--- config.mk ---
export PLATFORM = sky130hd
export DESIGN_NAME = cardBusTimer
export DESIGN_NICKNAME = d
export VERILOG_FILES = /design/src/rtl/cbt_pkg.sv /design/src/rtl/cbt_datapath.sv /design/src/rtl/cbt_ctrl.sv /design/src/rtl/cardBusTimer.sv
export SDC_FILE = /design/constraint.sdc
export NUM_CORES = 1
export LEC_CHECK = 0
export ABC_AREA = 0
export ABC_CLOCK_PERIOD_IN_PS = 2910
export BUFFER_PORTS_ARGS = -buffer_cell sky130_fd_sc_hd__buf_2
export CAP_MARGIN = 20
export CORE_ASPECT_RATIO = 1.25
export CORE_MARGIN = 2
export CORE_UTILIZATION = 30
export CTS_CLUSTER_SIZE = 14
export DETAILED_ROUTE_END_ITERATION = 8
export PLACE_DENSITY_LB_ADDON = 0.1
export SYNTH_ARGS = -nofsm -noshare
export SYNTH_HDL_FRONTEND = slang
export SYNTH_SLANG_ARGS = --single-unit
--- constraint.sdc ---
create_clock -name clk -period 2.91 [get_ports clk]
set_clock_uncertainty 0.2 [all_clocks]
set_input_delay 0.291 -clock clk [delete_from_list [all_inputs] [get_ports clk]]
set_output_delay 0.291 -clock clk [all_outputs]
set_load 0.01 [all_outputs]
--- src/rtl/cbt_pkg.sv ---
package cbt_pkg;

  typedef enum logic [2:0] {
    PH_IDLE,
    PH_SETUP,
    PH_STROBE,
    PH_HOLD,
    PH_GAP
  } phase_t;

  // Strobes from the sequencer to the datapath
  typedef struct packed {
    logic capture;     // latch request and timing on acceptance
    logic loadStrobe;  // load strobe length into the counter
    logic loadHold;    // load hold length
    logic loadGap;     // load idle gap length
    logic countDown;   // decrement the counter
    logic window;      // chip select window active
    logic strobeOn;    // RD or WE window active
    logic doneNow;     // last clock of the window
  } ctrlStrobe_t;

  // Coarse extra-wait code to clock count
  function automatic logic [6:0] extraWait(input logic [1:0] code);
    case (code)
      2'd0:    extraWait = 7'd0;
      2'd1:    extraWait = 7'd15;
      2'd2:    extraWait = 7'd30;
      default: extraWait = 7'd50;
    endcase
  endfunction

endpackage

--- src/rtl/cbt_datapath.sv ---
module cbt_datapath
  import cbt_pkg::*;
#(
  parameter int ADDR_W = 8,
  parameter int CNT_W  = 4
) (
  input  logic              clk,
  input  logic              rstN,
  input  ctrlStrobe_t       stb,
  input  logic [ADDR_W-1:0] reqAddr,
  input  logic              areaSel,
  input  logic              reqWrite,
  input  logic              reqByte,
  input  logic              reqDma,
  input  logic              ataMode,
  input  logic [CNT_W-1:0]  baseWait,
  input  logic [CNT_W-1:0]  idleGap0,
  input  logic [CNT_W-1:0]  idleGap1,
  input  logic [1:0]        profAExtra,
  input  logic [CNT_W-1:0]  profASetup,
  input  logic [CNT_W-1:0]  profAHold,
  input  logic [1:0]        profBExtra,
  input  logic [CNT_W-1:0]  profBSetup,
  input  logic [CNT_W-1:0]  profBHold,
  output logic              cntZero,
  output logic              rawSetupZero,
  output logic              latHoldZero,
  output logic              latGapZero,
  output logic [ADDR_W-1:0] addrOut,
  output logic              csOut,
  output logic              ce1Out,
  output logic              ce2Out,
  output logic              rdOut,
  output logic              weOut,
  output logic              dackOut,
  output logic              doneOut
);

  localparam int WAIT_W = $clog2((1 << CNT_W) + 52);
  localparam int NPROF  = 2;

  // Profile fields gathered into arrays indexed by the address half
  logic [1:0]       extraArr [NPROF];
  logic [CNT_W-1:0] setupArr [NPROF];
  logic [CNT_W-1:0] holdArr  [NPROF];

  assign extraArr[0] = profAExtra;
  assign extraArr[1] = profBExtra;
  assign setupArr[0] = profASetup;
  assign setupArr[1] = profBSetup;
  assign holdArr[0]  = profAHold;
  assign holdArr[1]  = profBHold;

  logic             half;
  logic [1:0]       selExtra;
  logic [CNT_W-1:0] selSetup;
  logic [CNT_W-1:0] selHold;
  logic [CNT_W-1:0] selGap;
  logic [WAIT_W-1:0] rawWait;

  assign half     = reqAddr[ADDR_W-1];
  assign selExtra = extraArr[half];
  assign selSetup = setupArr[half];
  assign selHold  = holdArr[half];
  assign selGap   = areaSel ? idleGap1 : idleGap0;
  assign rawWait  = WAIT_W'(baseWait) + WAIT_W'(extraWait(selExtra)) + WAIT_W'(1);
  assign rawSetupZero = (selSetup == '0);

  // Captured per-access state
  logic [WAIT_W-1:0] latWait;
  logic [CNT_W-1:0]  latHold;
  logic [CNT_W-1:0]  latGap;
  logic              latWrite;
  logic              latByte;
  logic              latDma;
  logic              latAta;
  logic [ADDR_W-1:0] latAddr;

  always_ff @(posedge clk or negedge rstN) begin
    if (!rstN) begin
      latWait  <= '0;
      latHold  <= '0;
      latGap   <= '0;
      latWrite <= 1'b0;
      latByte  <= 1'b0;
      latDma   <= 1'b0;
      latAta   <= 1'b0;
      latAddr  <= '0;
    end else if (stb.capture) begin
      latWait  <= rawWait;
      latHold  <= selHold;
      latGap   <= selGap;
      latWrite <= reqWrite;
      latByte  <= reqByte;
      latDma   <= reqDma;
      latAta   <= ataMode;
      latAddr  <= reqAddr;
    end
  end

  assign latHoldZero = (latHold == '0);
  assign latGapZero  = (latGap == '0);

  // Shared down counter for all windows
  logic [WAIT_W-1:0] cnt;

  always_ff @(posedge clk or negedge rstN) begin
    if (!rstN) begin
      cnt <= '0;
    end else if (stb.capture) begin
      cnt <= rawSetupZero ? (rawWait - WAIT_W'(1))
                          : (WAIT_W'(selSetup) - WAIT_W'(1));
    end else if (stb.loadStrobe) begin
      cnt <= latWait - WAIT_W'(1);
    end else if (stb.loadHold) begin
      cnt <= WAIT_W'(latHold) - WAIT_W'(1);
    end else if (stb.loadGap) begin
      cnt <= WAIT_W'(latGap) - WAIT_W'(1);
    end else if (stb.countDown) begin
      cnt <= cnt - WAIT_W'(1);
    end
  end

  assign cntZero = (cnt == '0);

  // Card enable pattern by mode, size and DMA flag
  logic ce1Sel;
  logic ce2Sel;

  always_comb begin
    if (latAta) begin
      if (latDma) begin
        ce1Sel = 1'b0;
        ce2Sel = 1'b0;
      end else begin
        ce1Sel = !latByte;
        ce2Sel = latByte;
      end
    end else begin
      ce1Sel = 1'b1;
      ce2Sel = !latByte;
    end
  end

  assign addrOut = latAddr;
  assign csOut   = stb.window;
  assign ce1Out  = stb.window & ce1Sel;
  assign ce2Out  = stb.window & ce2Sel;
  assign rdOut   = stb.strobeOn & !latWrite;
  assign weOut   = stb.strobeOn & latWrite;
  assign dackOut = stb.window & latDma;
  assign doneOut = stb.doneNow;

endmodule

--- src/rtl/cbt_ctrl.sv ---
module cbt_ctrl
  import cbt_pkg::*;
(
  input  logic        clk,
  input  logic        rstN,
  input  logic        reqValid,
  input  logic        cntZero,
  input  logic        rawSetupZero,
  input  logic        latHoldZero,
  input  logic        latGapZero,
  output ctrlStrobe_t stb,
  output logic        busy
);

  phase_t phase;
  phase_t nextPhase;

  always_ff @(posedge clk or negedge rstN) begin
    if (!rstN) phase <= PH_IDLE;
    else       phase <= nextPhase;
  end

  always_comb begin
    nextPhase = phase;
    stb       = '0;
    case (phase)
      PH_IDLE: begin
        if (reqValid) begin
          stb.capture = 1'b1;
          nextPhase   = rawSetupZero ? PH_STROBE : PH_SETUP;
        end
      end
      PH_SETUP: begin
        stb.window = 1'b1;
        if (cntZero) begin
          stb.loadStrobe = 1'b1;
          nextPhase      = PH_STROBE;
        end else begin
          stb.countDown = 1'b1;
        end
      end
      PH_STROBE: begin
        stb.window   = 1'b1;
        stb.strobeOn = 1'b1;
        if (cntZero) begin
          if (latHoldZero) begin
            stb.doneNow = 1'b1;
            if (latGapZero) begin
              nextPhase = PH_IDLE;
            end else begin
              stb.loadGap = 1'b1;
              nextPhase   = PH_GAP;
            end
          end else begin
            stb.loadHold = 1'b1;
            nextPhase    = PH_HOLD;
          end
        end else begin
          stb.countDown = 1'b1;
        end
      end
      PH_HOLD: begin
        stb.window = 1'b1;
        if (cntZero) begin
          stb.doneNow = 1'b1;
          if (latGapZero) begin
            nextPhase = PH_IDLE;
          end else begin
            stb.loadGap = 1'b1;
            nextPhase   = PH_GAP;
          end
        end else begin
          stb.countDown = 1'b1;
        end
      end
      PH_GAP: begin
        if (cntZero) nextPhase = PH_IDLE;
        else         stb.countDown = 1'b1;
      end
      default: nextPhase = PH_IDLE;
    endcase
  end

  assign busy = (phase != PH_IDLE);

endmodule

--- src/rtl/cardBusTimer.sv ---
module cardBusTimer
  import cbt_pkg::*;
#(
  parameter int ADDR_W = 8,
  parameter int CNT_W  = 4
) (
  input  logic              clk,
  input  logic              rstN,
  input  logic              reqValid,
  input  logic [ADDR_W-1:0] reqAddr,
  input  logic              areaSel,
  input  logic              reqWrite,
  input  logic              reqByte,
  input  logic              reqDma,
  input  logic              ataMode,
  input  logic [CNT_W-1:0]  baseWait,
  input  logic [CNT_W-1:0]  idleGap0,
  input  logic [CNT_W-1:0]  idleGap1,
  input  logic [1:0]        profAExtra,
  input  logic [CNT_W-1:0]  profASetup,
  input  logic [CNT_W-1:0]  profAHold,
  input  logic [1:0]        profBExtra,
  input  logic [CNT_W-1:0]  profBSetup,
  input  logic [CNT_W-1:0]  profBHold,
  output logic              busy,
  output logic [ADDR_W-1:0] addrOut,
  output logic              csOut,
  output logic              ce1Out,
  output logic              ce2Out,
  output logic              rdOut,
  output logic              weOut,
  output logic              dackOut,
  output logic              doneOut
);

  ctrlStrobe_t stb;
  logic cntZero;
  logic rawSetupZero;
  logic latHoldZero;
  logic latGapZero;

  cbt_ctrl u_ctrl (
    .clk          (clk),
    .rstN         (rstN),
    .reqValid     (reqValid),
    .cntZero      (cntZero),
    .rawSetupZero (rawSetupZero),
    .latHoldZero  (latHoldZero),
    .latGapZero   (latGapZero),
    .stb          (stb),
    .busy         (busy)
  );

  cbt_datapath #(
    .ADDR_W (ADDR_W),
    .CNT_W  (CNT_W)
  ) u_dp (
    .clk          (clk),
    .rstN         (rstN),
    .stb          (stb),
    .reqAddr      (reqAddr),
    .areaSel      (areaSel),
    .reqWrite     (reqWrite),
    .reqByte      (reqByte),
    .reqDma       (reqDma),
    .ataMode      (ataMode),
    .baseWait     (baseWait),
    .idleGap0     (idleGap0),
    .idleGap1     (idleGap1),
    .profAExtra   (profAExtra),
    .profASetup   (profASetup),
    .profAHold    (profAHold),
    .profBExtra   (profBExtra),
    .profBSetup   (profBSetup),
    .profBHold    (profBHold),
    .cntZero      (cntZero),
    .rawSetupZero (rawSetupZero),
    .latHoldZero  (latHoldZero),
    .latGapZero   (latGapZero),
    .addrOut      (addrOut),
    .csOut        (csOut),
    .ce1Out       (ce1Out),
    .ce2Out       (ce2Out),
    .rdOut        (rdOut),
    .weOut        (weOut),
    .dackOut      (dackOut),
    .doneOut      (doneOut)
  );

endmodule

==> flow_metrics.tcl, run 1 <==
set metrics [dict create \
    synth_cells 328 \
    via_per_inst 4.80 \
    numPortBuffers 63 \
    startpoint_type "register" \
    rsz0062_at_grt "false" \
    synthToLayoutAreaGrowth_pct 31.2 \
    synth-edff-count 0 \
    synthesis.area_sq_mm 0.00272 \
    start_util_pct 31.1 \
    core_sq_mm 0.00875 \
    min_delay_worst_endpoint "u_dp.latGap[0]$_DFFE_PN0P_" \
    slowest_delay_ns 0.52 \
    maxCapViolCount 0 \
    switchingPower_mw 1.51 \
    die_area_sq_mm 0.00985 \
    worst_slack_ns 0.162 \
    vias 2579 \
    drtAntennaViolNets 0 \
    synth_top_area_share_pct 34.0 \
    die_y_um 110 \
    pwr-share-seq_pct 29.3 \
    synth-seq-cells 37 \
    status "complete, no violations" \
    power.internal_mw 1.95 \
    gp_congestion 0.785 \
    htreeDepth 2 \
    worstHoldStart "idleGap0[0]" \
    clk_root_buffer_cell "clkbuf_8" \
    reg2reg_setup_slack_ns 0.16 \
    async_flop_share_pct 100 \
    syn_nets 389 \
    period_needed_ns 2.75 \
    drive_gt1_share_pct 27.1 \
    grt_start_max_net_pins 38 \
    grt_pass1_vias 2604 \
    rows 38 \
    dp_worst_setup_slack_ns -0.0942 \
    yosys.area.top_type "dfrtp_1" \
    drt-total-wl_mm 7.37 \
    crit_buf_inv 1 \
    grt_pass1_wl_mm 12.4 \
    firstDrtPassIters 4 \
    grt.overflow.total 0 \
    finalMaxSlewViolations 0 \
    wl_per_cell_um 13.7 \
    power.share.clock_pct 15.9 \
    ir_worst_vdd_uv 339 \
    slowest_stage "or4b_4" \
    grt_util_all_layers_pct 15.8 \
    synth_ff_type "dfrtp_1" \
    clkSinkCount 37 \
    power.leakage_nw 1.70 \
    fillerInstances 957 \
    seq_area_frac_synth_pct 34.0 \
    io_pins 64 \
    reg2reg_to "u_ctrl.phase[0]$_DFFE_PN0P_" \
    worstPathArrival_ns 2.73 \
    hold_viol 0 \
    crit_path_end_kind "register" \
    hold_class "input pin to register" \
    whs_path_depth 3 \
    syn_avg_cell_area_sq_um 8.29 \
    antenna_found_initial 0 \
    crit_fanout 12 \
    path_clk_slew_ns 0.08 \
    rr_worst_depth 8 \
    antenna_cells 0 \
    drtIter0Drc 72 \
    cts_buffer_depth 2 \
    synth_area_leaders "dfrtp_1 (34%), nand2_1 (9.5%), mux2i_1 (5.9%)" \
    cp_top_family "simple AND/OR/NAND/NOR gates" \
    p_sw_share_pct 43.6 \
    power_density_mw_per_mm2 970 \
    post-route-period-util_pct 94.4 \
    path_cells "inv_1, ha_1, or4b_4, or3_4, nor2_1, a211oi_1, a31oi_1, mux2_2" \
    synthDistinctLibCells 58 \
    fmaxAchievable_ghz 0.364 \
    cts_buffers 5 \
    drc_errors 0 \
    tns_ns 0 \
    die_x_um 89.2 \
    maxSlewHeadroom_pct 42.7 \
    post-synth-top-count-cell "nand2_1" \
    fin_nets 477 \
    setup_viol_count_final 0 \
    critPathRequiredTime_ns 2.89 \
    worstSetupPathType "register to register" \
    hpwl_mm 5.67 \
    rr_startpoint "u_dp.cnt[0]$_DFFE_PN0P_" \
    yosysWarnings 0 \
    synth_commonest_cells "nand2_1 (69), dfrtp_1 (37), o21ai_0 (31)" \
    p_comb_share_pct 54.8 \
    cts_tree "yes" \
    worstSkewPairLatency_ns 0.29 \
    worstMarginPinSlew_ns 0.859 \
]
## flip-flops by register name, indices dropped and copies added (netlist names)
register	count
u_ctrl.phase	3
u_dp.addrOut	8
u_dp.cnt	7
u_dp.latAta	1
u_dp.latByte	1
u_dp.latDma	1
u_dp.latGap	4
u_dp.latHold	4
u_dp.latWait	7
u_dp.latWrite	1
## through the flow
step	power (mW)	util [%]	std cells	area [sq um]	hold WS (ns)
floorplan	2.30	-	328	2770	-0.205
global placement	2.92	37.7	516	3300	0.256
detailed placement	2.92	37.7	516	3300	0.261
CTS	3.50	40.7	536	3560	0.0888
global route	3.80	40.8	537	3570	0.113
finish	3.46	40.8	537	3570	0.0843
## layer usage
metal	track usage (%)	part of all wire, %	up-vias
met3	1.87	2.0	9
met4	4.78	1.5	0
met5	0	0	-
met1	20.8	46	1204
met2	26.5	51	36
li1	-	-	1330
## what timing repair did
| item | in CTS | in global routing |
|---|---|---|
| gates resized for setup | 0 | 1 |
| buffers inserted | 0 | 1 |
| hold buffers | 12 | 0 |
| setup endpoints to repair | 0 | 2 |
| hold endpoints to repair | 48 | 0 |
## cell usage in the layout (no fill, tap or decap), types with 12 or more instances in the layout
cell type | synthesis | final
dfrtp_1 | 37 | 37
nor3_1 | 13 | 12
inv_1 | 18 | 17
mux2i_1 | 16 | 15
dlygate4sd3_1 | 0 | 12
nand2_1 | 69 | 69
nor2_1 | 17 | 17
buf_2 | 3 | 63
o21ai_0 | 31 | 28
buf_4 | 0 | 20
## worst register-to-register path, cell delays in order (launching register included)
cell and delay [ns]:
dfrtp_1 0.41, inv_1 0.08, ha_1 0.21, or4b_4 0.52, or3_4 0.45, nor2_1 0.13
a211oi_1 0.07, a31oi_1 0.22, mux2_2 0.35
## kinds of logic after synthesis
group | Yosys count | synth area share (%)
flip-flops | 37 | 34.0
multiplexers | 18 | 6.72
AND/OR/NAND/NOR | 136 | 24.6
XOR/XNOR | 16 | 5.66
AO/OA/AOI/OAI | 76 | 18.2
adder cells (fa/ha/maj) | 13 | 6.26
buffers and inverters | 32 | 4.55
## worst max-delay path by stage
stage                                  from                          end  slack (ns)  cells after the start
floorplan                        reqAddr[7]      u_dp.cnt[2]$_DFFE_PN0P_       -0.04                     16
global placement                 reqAddr[7]      u_dp.cnt[5]$_DFFE_PN0P_       -0.03                     13
detailed placement               reqAddr[7]      u_dp.cnt[6]$_DFFE_PN0P_       -0.09                     11
CTS                 u_dp.cnt[0]$_DFFE_PN0P_  u_ctrl.phase[0]$_DFFE_PN0P_        0.16                      8
global route                     reqAddr[7]      u_dp.cnt[3]$_DFFE_PN0P_        0.01                     12
finish              u_dp.cnt[0]$_DFFE_PN0P_  u_ctrl.phase[0]$_DFFE_PN0P_        0.16                      8
## layout make-up
cell class,instances,area [sq um],area share [%]
clock buffer,5,68.8,1.93
clock inverter,3,68.8,1.93
inverter,18,67.6,1.89
multi-input combinational,259,1700,47.7
sequential,37,926,25.9
tap,120,150,4.21
timing repair buffer,95,586,16.4
## power by group through the flow
stage,logic (mW),clock network (mW),registers [mW]
global placement,1.89,0,1.02
CTS,1.92,0.565,1.01
finish,1.90,0.549,1.02
floorplan,1.34,0,0.961
detailed placement,1.90,0,1.02
global route,2.16,0.587,1.06
(Power assumes the default switching activity.)
==> run 2: changes to the inputs <==
Settings changed: HOLD_SLACK_MARGIN from default to 0.12.
==> run 2 against run 1 <==
  * Clock-buffer cell count unchanged
  * Global-route usage increased by 0.43 points
  * Die area unchanged
  * Critical endpoint unchanged
  * Final area increased by 4.5%
  * Cell count increased by 3.0%
==> flow_metrics.tcl, run 2 (synthesis results as in run 1) <==
set metrics [dict create \
    status "complete, no violations" \
    drive_gt1_share_pct 26.1 \
    numPortBuffers 63 \
    startpoint_type "register" \
    cts_buffer_depth 2 \
    cts_tree "yes" \
    worstSkewPairLatency_ns 0.29 \
    drt-total-wl_mm 7.54 \
    gp_congestion 0.785 \
    drtIter0Drc 85 \
    finalMaxSlewViolations 0 \
    grt_start_max_net_pins 38 \
    whs_path_depth 3 \
    wl_per_cell_um 13.6 \
    multi_input_area_sq_mm 0.00170 \
    hold_viol 0 \
    post-route-period-util_pct 94.4 \
    die_x_um 89.2 \
    dp_worst_setup_slack_ns -0.0942 \
    grt_pass1_wl_mm 12.7 \
    core_sq_mm 0.00875 \
    worstSetupPathType "register to register" \
    worstPathArrival_ns 2.73 \
    critPathRequiredTime_ns 2.89 \
    fmaxAchievable_ghz 0.364 \
    rows 38 \
    final_cell_mix "nand2_1 (69), buf_2 (63), dfrtp_1 (37)" \
    vias 2656 \
    power_density_mw_per_mm2 934 \
    final_core_util_pct 42.6 \
    antenna_found_initial 0 \
    clkSinkCount 37 \
    grt_pass1_vias 2691 \
    fin_nets 493 \
    power.leakage_nw 1.77 \
    grt.overflow.total 0 \
    die_area_sq_mm 0.00985 \
    io_pins 64 \
    setup_viol_count_final 0 \
    die_y_um 110 \
    clk_root_buffer_cell "clkbuf_8" \
    rr_worst_depth 8 \
    via_per_inst 4.80 \
    crit_fanout 12 \
    cts_buffers 5 \
    crit_path_end_kind "register" \
    grt_util_all_layers_pct 16.2 \
    fillerInstances 936 \
    period_needed_ns 2.75 \
    antenna_cells 0 \
    drtAntennaViolNets 0 \
    firstDrtPassIters 4 \
    hpwl_mm 5.67 \
    maxSlewHeadroom_pct 42.5 \
    hold_class "input pin to register" \
    drc_errors 0 \
    rsz0062_at_grt "false" \
    htreeDepth 2 \
    start_util_pct 31.1 \
    worst_slack_ns 0.163 \
    final_common_cell "nand2_1" \
    maxCapViolCount 0 \
    tns_ns 0 \
    worstMarginPinSlew_ns 0.863 \
    largest_reg_flops 8 \
    seq_area_sq_um 926 \
    synthToLayoutAreaGrowth_pct 37.1 \
    ir_worst_vdd_uv 339 \
    total_power_mw 3.48 \
    reg2reg_setup_slack_ns 0.16 \
    path_clk_slew_ns 0.08 \
]
## run 2: layout make-up
| class | instances | area share, % |
|---|---|---|
| Multi-Input combinational cell | 259 | 45.7 |
| Tap cell | 120 | 4.03 |
| Sequential cell | 37 | 24.8 |
| Clock inverter | 3 | 1.85 |
| Timing Repair Buffer | 111 | 20.0 |
| Clock buffer | 5 | 1.85 |
| Inverter | 18 | 1.81 |
## run 2: final timing paths
check,startpoint,end
setup reg to reg,u_dp.cnt[0]$_DFFE_PN0P_,u_ctrl.phase[0]$_DFFE_PN0P_
max in group asynchronous,rstN,u_dp.latHold[2]$_DFFE_PN0P_
hold reg to reg,u_dp.addrOut[3]$_DFFE_PN0P_,u_dp.addrOut[3]$_DFFE_PN0P_
hold / removal,reqValid,u_ctrl.phase[2]$_DFFE_PN0P_
setup / recovery,u_dp.cnt[0]$_DFFE_PN0P_,u_ctrl.phase[0]$_DFFE_PN0P_
min in group asynchronous,rstN,u_dp.cnt[1]$_DFFE_PN0P_
## run 2: metrics by stage
stage               instances  hold WS, ns  instance area (sq um)
floorplan                 328       -0.205                   2770
global placement          516        0.256                   3300
detailed placement        516        0.261                   3300
CTS                       552        0.176                   3720
global route              553        0.211                   3730
finish                    553        0.186                   3730
## run 2: layer usage
| metal | up-vias | part of all wire [%] | track usage, % |
|---|---|---|---|
| met2 | 35 | 51 | 27.6 |
| met1 | 1248 | 45 | 21.2 |
| met3 | 9 | 2.0 | 1.87 |
| met5 | - | 0 | 0 |
| li1 | 1364 | - | - |
| met4 | 0 | 1.5 | 4.78 |
## run 2: report_power, final
part           switching, mW  total, mW  leakage, nW  internal [mW]
clock                  0.203      0.548       0.0687          0.345
sequential             0.254       1.01        0.461          0.761
combinational           1.06       1.92         1.24          0.865
total                   1.51       3.48         1.77           1.97
## run 2: repair_timing
item,in CTS,in global routing
hold buffers,28,0
gates resized for setup,0,1
buffers inserted,0,1
endpoints found under the setup margin,0,2
endpoints found under the hold margin,56,0
## run 2: worst max-delay path, cell delays in order (launching register included)
cell,delay (ns)
dfrtp_1,0.41
inv_1,0.08
ha_1,0.21
or4b_4,0.52
or3_4,0.45
nor2_1,0.13
a211oi_1,0.07
a31oi_1,0.22
mux2_2,0.35
==> run 3: changes to the inputs <==
Settings changed: BUFFER_PORTS_ARGS -buffer_cell sky130_fd_sc_hd__buf_2 to -buffer_cell sky130_fd_sc_hd__clkbuf_2.
==> run 3 against run 2 <==
  * Register-to-register slack about the same
  * Global-route usage up 0.23 points
  * Worst hold slack worse by 0.057 ns
  * Fmax up 0.31%
  * Die area unchanged
  * First-iteration DRC count down 31%
  * Via count up 0.15%
  * Power down 2.2%
  * Sequential share of layout area up 0.20 points
  * Cell count down 0.18%
  * Critical endpoint unchanged
==> flow_metrics.tcl, run 3 (synthesis results as in run 1) <==
set metrics [dict create \
    firstDrtPassIters 4 \
    vias 2660 \
    synthToLayoutAreaGrowth_pct 36.0 \
    worst_slack_ns 0.171 \
    fin_nets 492 \
    post-route-period-util_pct 94.1 \
    drt-total-wl_mm 7.63 \
    maxCapViolCount 0 \
    finalMaxSlewViolations 0 \
    rr_worst_depth 8 \
    rr_startpoint "u_dp.cnt[0]$_DFFE_PN0P_" \
    worstSkewPairLatency_ns 0.29 \
    cts_buffer_depth 2 \
    period_needed_ns 2.74 \
    worstPathArrival_ns 2.72 \
    antenna_cells 0 \
    grt_pass1_vias 2642 \
    hold_viol 0 \
    hold_class "input pin to register" \
    start_util_pct 31.1 \
    grt_util_all_layers_pct 16.4 \
    htreeDepth 2 \
    fmaxAchievable_ghz 0.365 \
    hpwl_mm 5.72 \
    io_pins 64 \
    power_density_mw_per_mm2 921 \
    rows 38 \
    via_per_inst 4.82 \
    die_area_sq_mm 0.00985 \
    worstSetupPathType "register to register" \
    worstHoldStart "profBHold[2]" \
    final_common_cell "nand2_1" \
    status "complete, no violations" \
    worstMarginPinSlew_ns 0.948 \
    reg2reg_setup_slack_ns 0.17 \
    drtIter0Drc 59 \
    cts_tree "yes" \
    crit_fanout 12 \
    numPortBuffers 63 \
    critPathRequiredTime_ns 2.89 \
    die_y_um 110 \
    wl_per_cell_um 13.8 \
    antenna_found_initial 0 \
    maxSlewHeadroom_pct 36.8 \
    grt_start_max_net_pins 38 \
    drive_gt1_share_pct 27.1 \
    path_clk_slew_ns 0.08 \
    crit_path_end_kind "register" \
    setup_viol_count_final 0 \
    tns_ns 0 \
    final_cell_mix "nand2_1 (69), clkbuf_2 (62), dfrtp_1 (37)" \
    largest_reg_flops 8 \
    rsz0062_at_grt "false" \
    die_x_um 89.2 \
    clkSinkCount 37 \
    whs_path_depth 3 \
    power.leakage_nw 1.76 \
    min_delay_worst_endpoint "u_dp.latHold[2]$_DFFE_PN0P_" \
    cts_buffers 5 \
    ir_worst_vdd_uv 364 \
    grt.overflow.total 0 \
    drc_errors 0 \
    clk_root_buffer_cell "clkbuf_8" \
    drtAntennaViolNets 0 \
    startpoint_type "register" \
    gp_congestion 0.792 \
    grt_pass1_wl_mm 12.8 \
    reg2reg_to "u_ctrl.phase[0]$_DFFE_PN0P_" \
    core_sq_mm 0.00875 \
    dp_worst_setup_slack_ns -0.102 \
]
-- run 3: what timing repair did --
action,in CTS,in global routing
endpoints found under the hold margin,54,1
hold buffers,23,2
gates resized for setup,0,5
endpoints found under the setup margin,0,4
setup buffers,0,2
-- run 3: cell type report --
type	count	area [sq um]
repair buffers	110	731
inverters	18	67.6
clock inverters	3	46.3
fillers	943	5050
clock buffers	5	68.8
flip-flops and latches	37	926
multi-input cells	259	1710
well taps	120	150
-- run 3: critical path: stages, from the launching register on --
cell and delay, ns:
dfrtp_1 0.41, inv_1 0.08, ha_1 0.20, or4b_4 0.52, or3_4 0.44, nor2_1 0.14
a211oi_1 0.07, a31oi_1 0.22, mux2_2 0.36
-- run 3: worst max path at each step --
stage,end,from,slack [ns]
finish,u_ctrl.phase[0]$_DFFE_PN0P_,u_dp.cnt[0]$_DFFE_PN0P_,0.17
global route,u_dp.cnt[2]$_DFFE_PN0P_,reqAddr[7],0.007
CTS,u_ctrl.phase[0]$_DFFE_PN0P_,u_dp.cnt[0]$_DFFE_PN0P_,0.16
detailed placement,u_dp.cnt[6]$_DFFE_PN0P_,reqAddr[7],-0.10
global placement,u_dp.cnt[5]$_DFFE_PN0P_,reqAddr[7],-0.03
floorplan,u_dp.cnt[2]$_DFFE_PN0P_,reqAddr[7],-0.04
-- run 3: metrics by stage --
stage               area [sq um]  util [%]  total power, mW  hold WS [ns]  cells
finish                      3700      42.3             3.41         0.129    552
floorplan                   2770         -             2.30        -0.205    328
detailed placement          3310      37.8             2.94         0.263    517
CTS                         3650      41.7             3.44         0.121    548
global placement            3310      37.8             2.92         0.260    517
global route                3700      42.3             3.76         0.131    552
-- run 3: layer usage --
metal,vias to the layer above,wire length (um),track usage (%),share of wire (%)
li1,1355,-,-,-
met1,1265,3430,21.7,45
met2,32,3940,27.5,52
met3,8,129,2.17,1.7
met4,0,136,4.88,1.8
met5,-,0,0,0
-- run 3: power breakdown --
group	internal, mW	switching (mW)	leakage, nW
Sequential	0.761	0.257	0.461
Combinational	0.865	1.07	1.24
Clock	0.257	0.199	0.0543
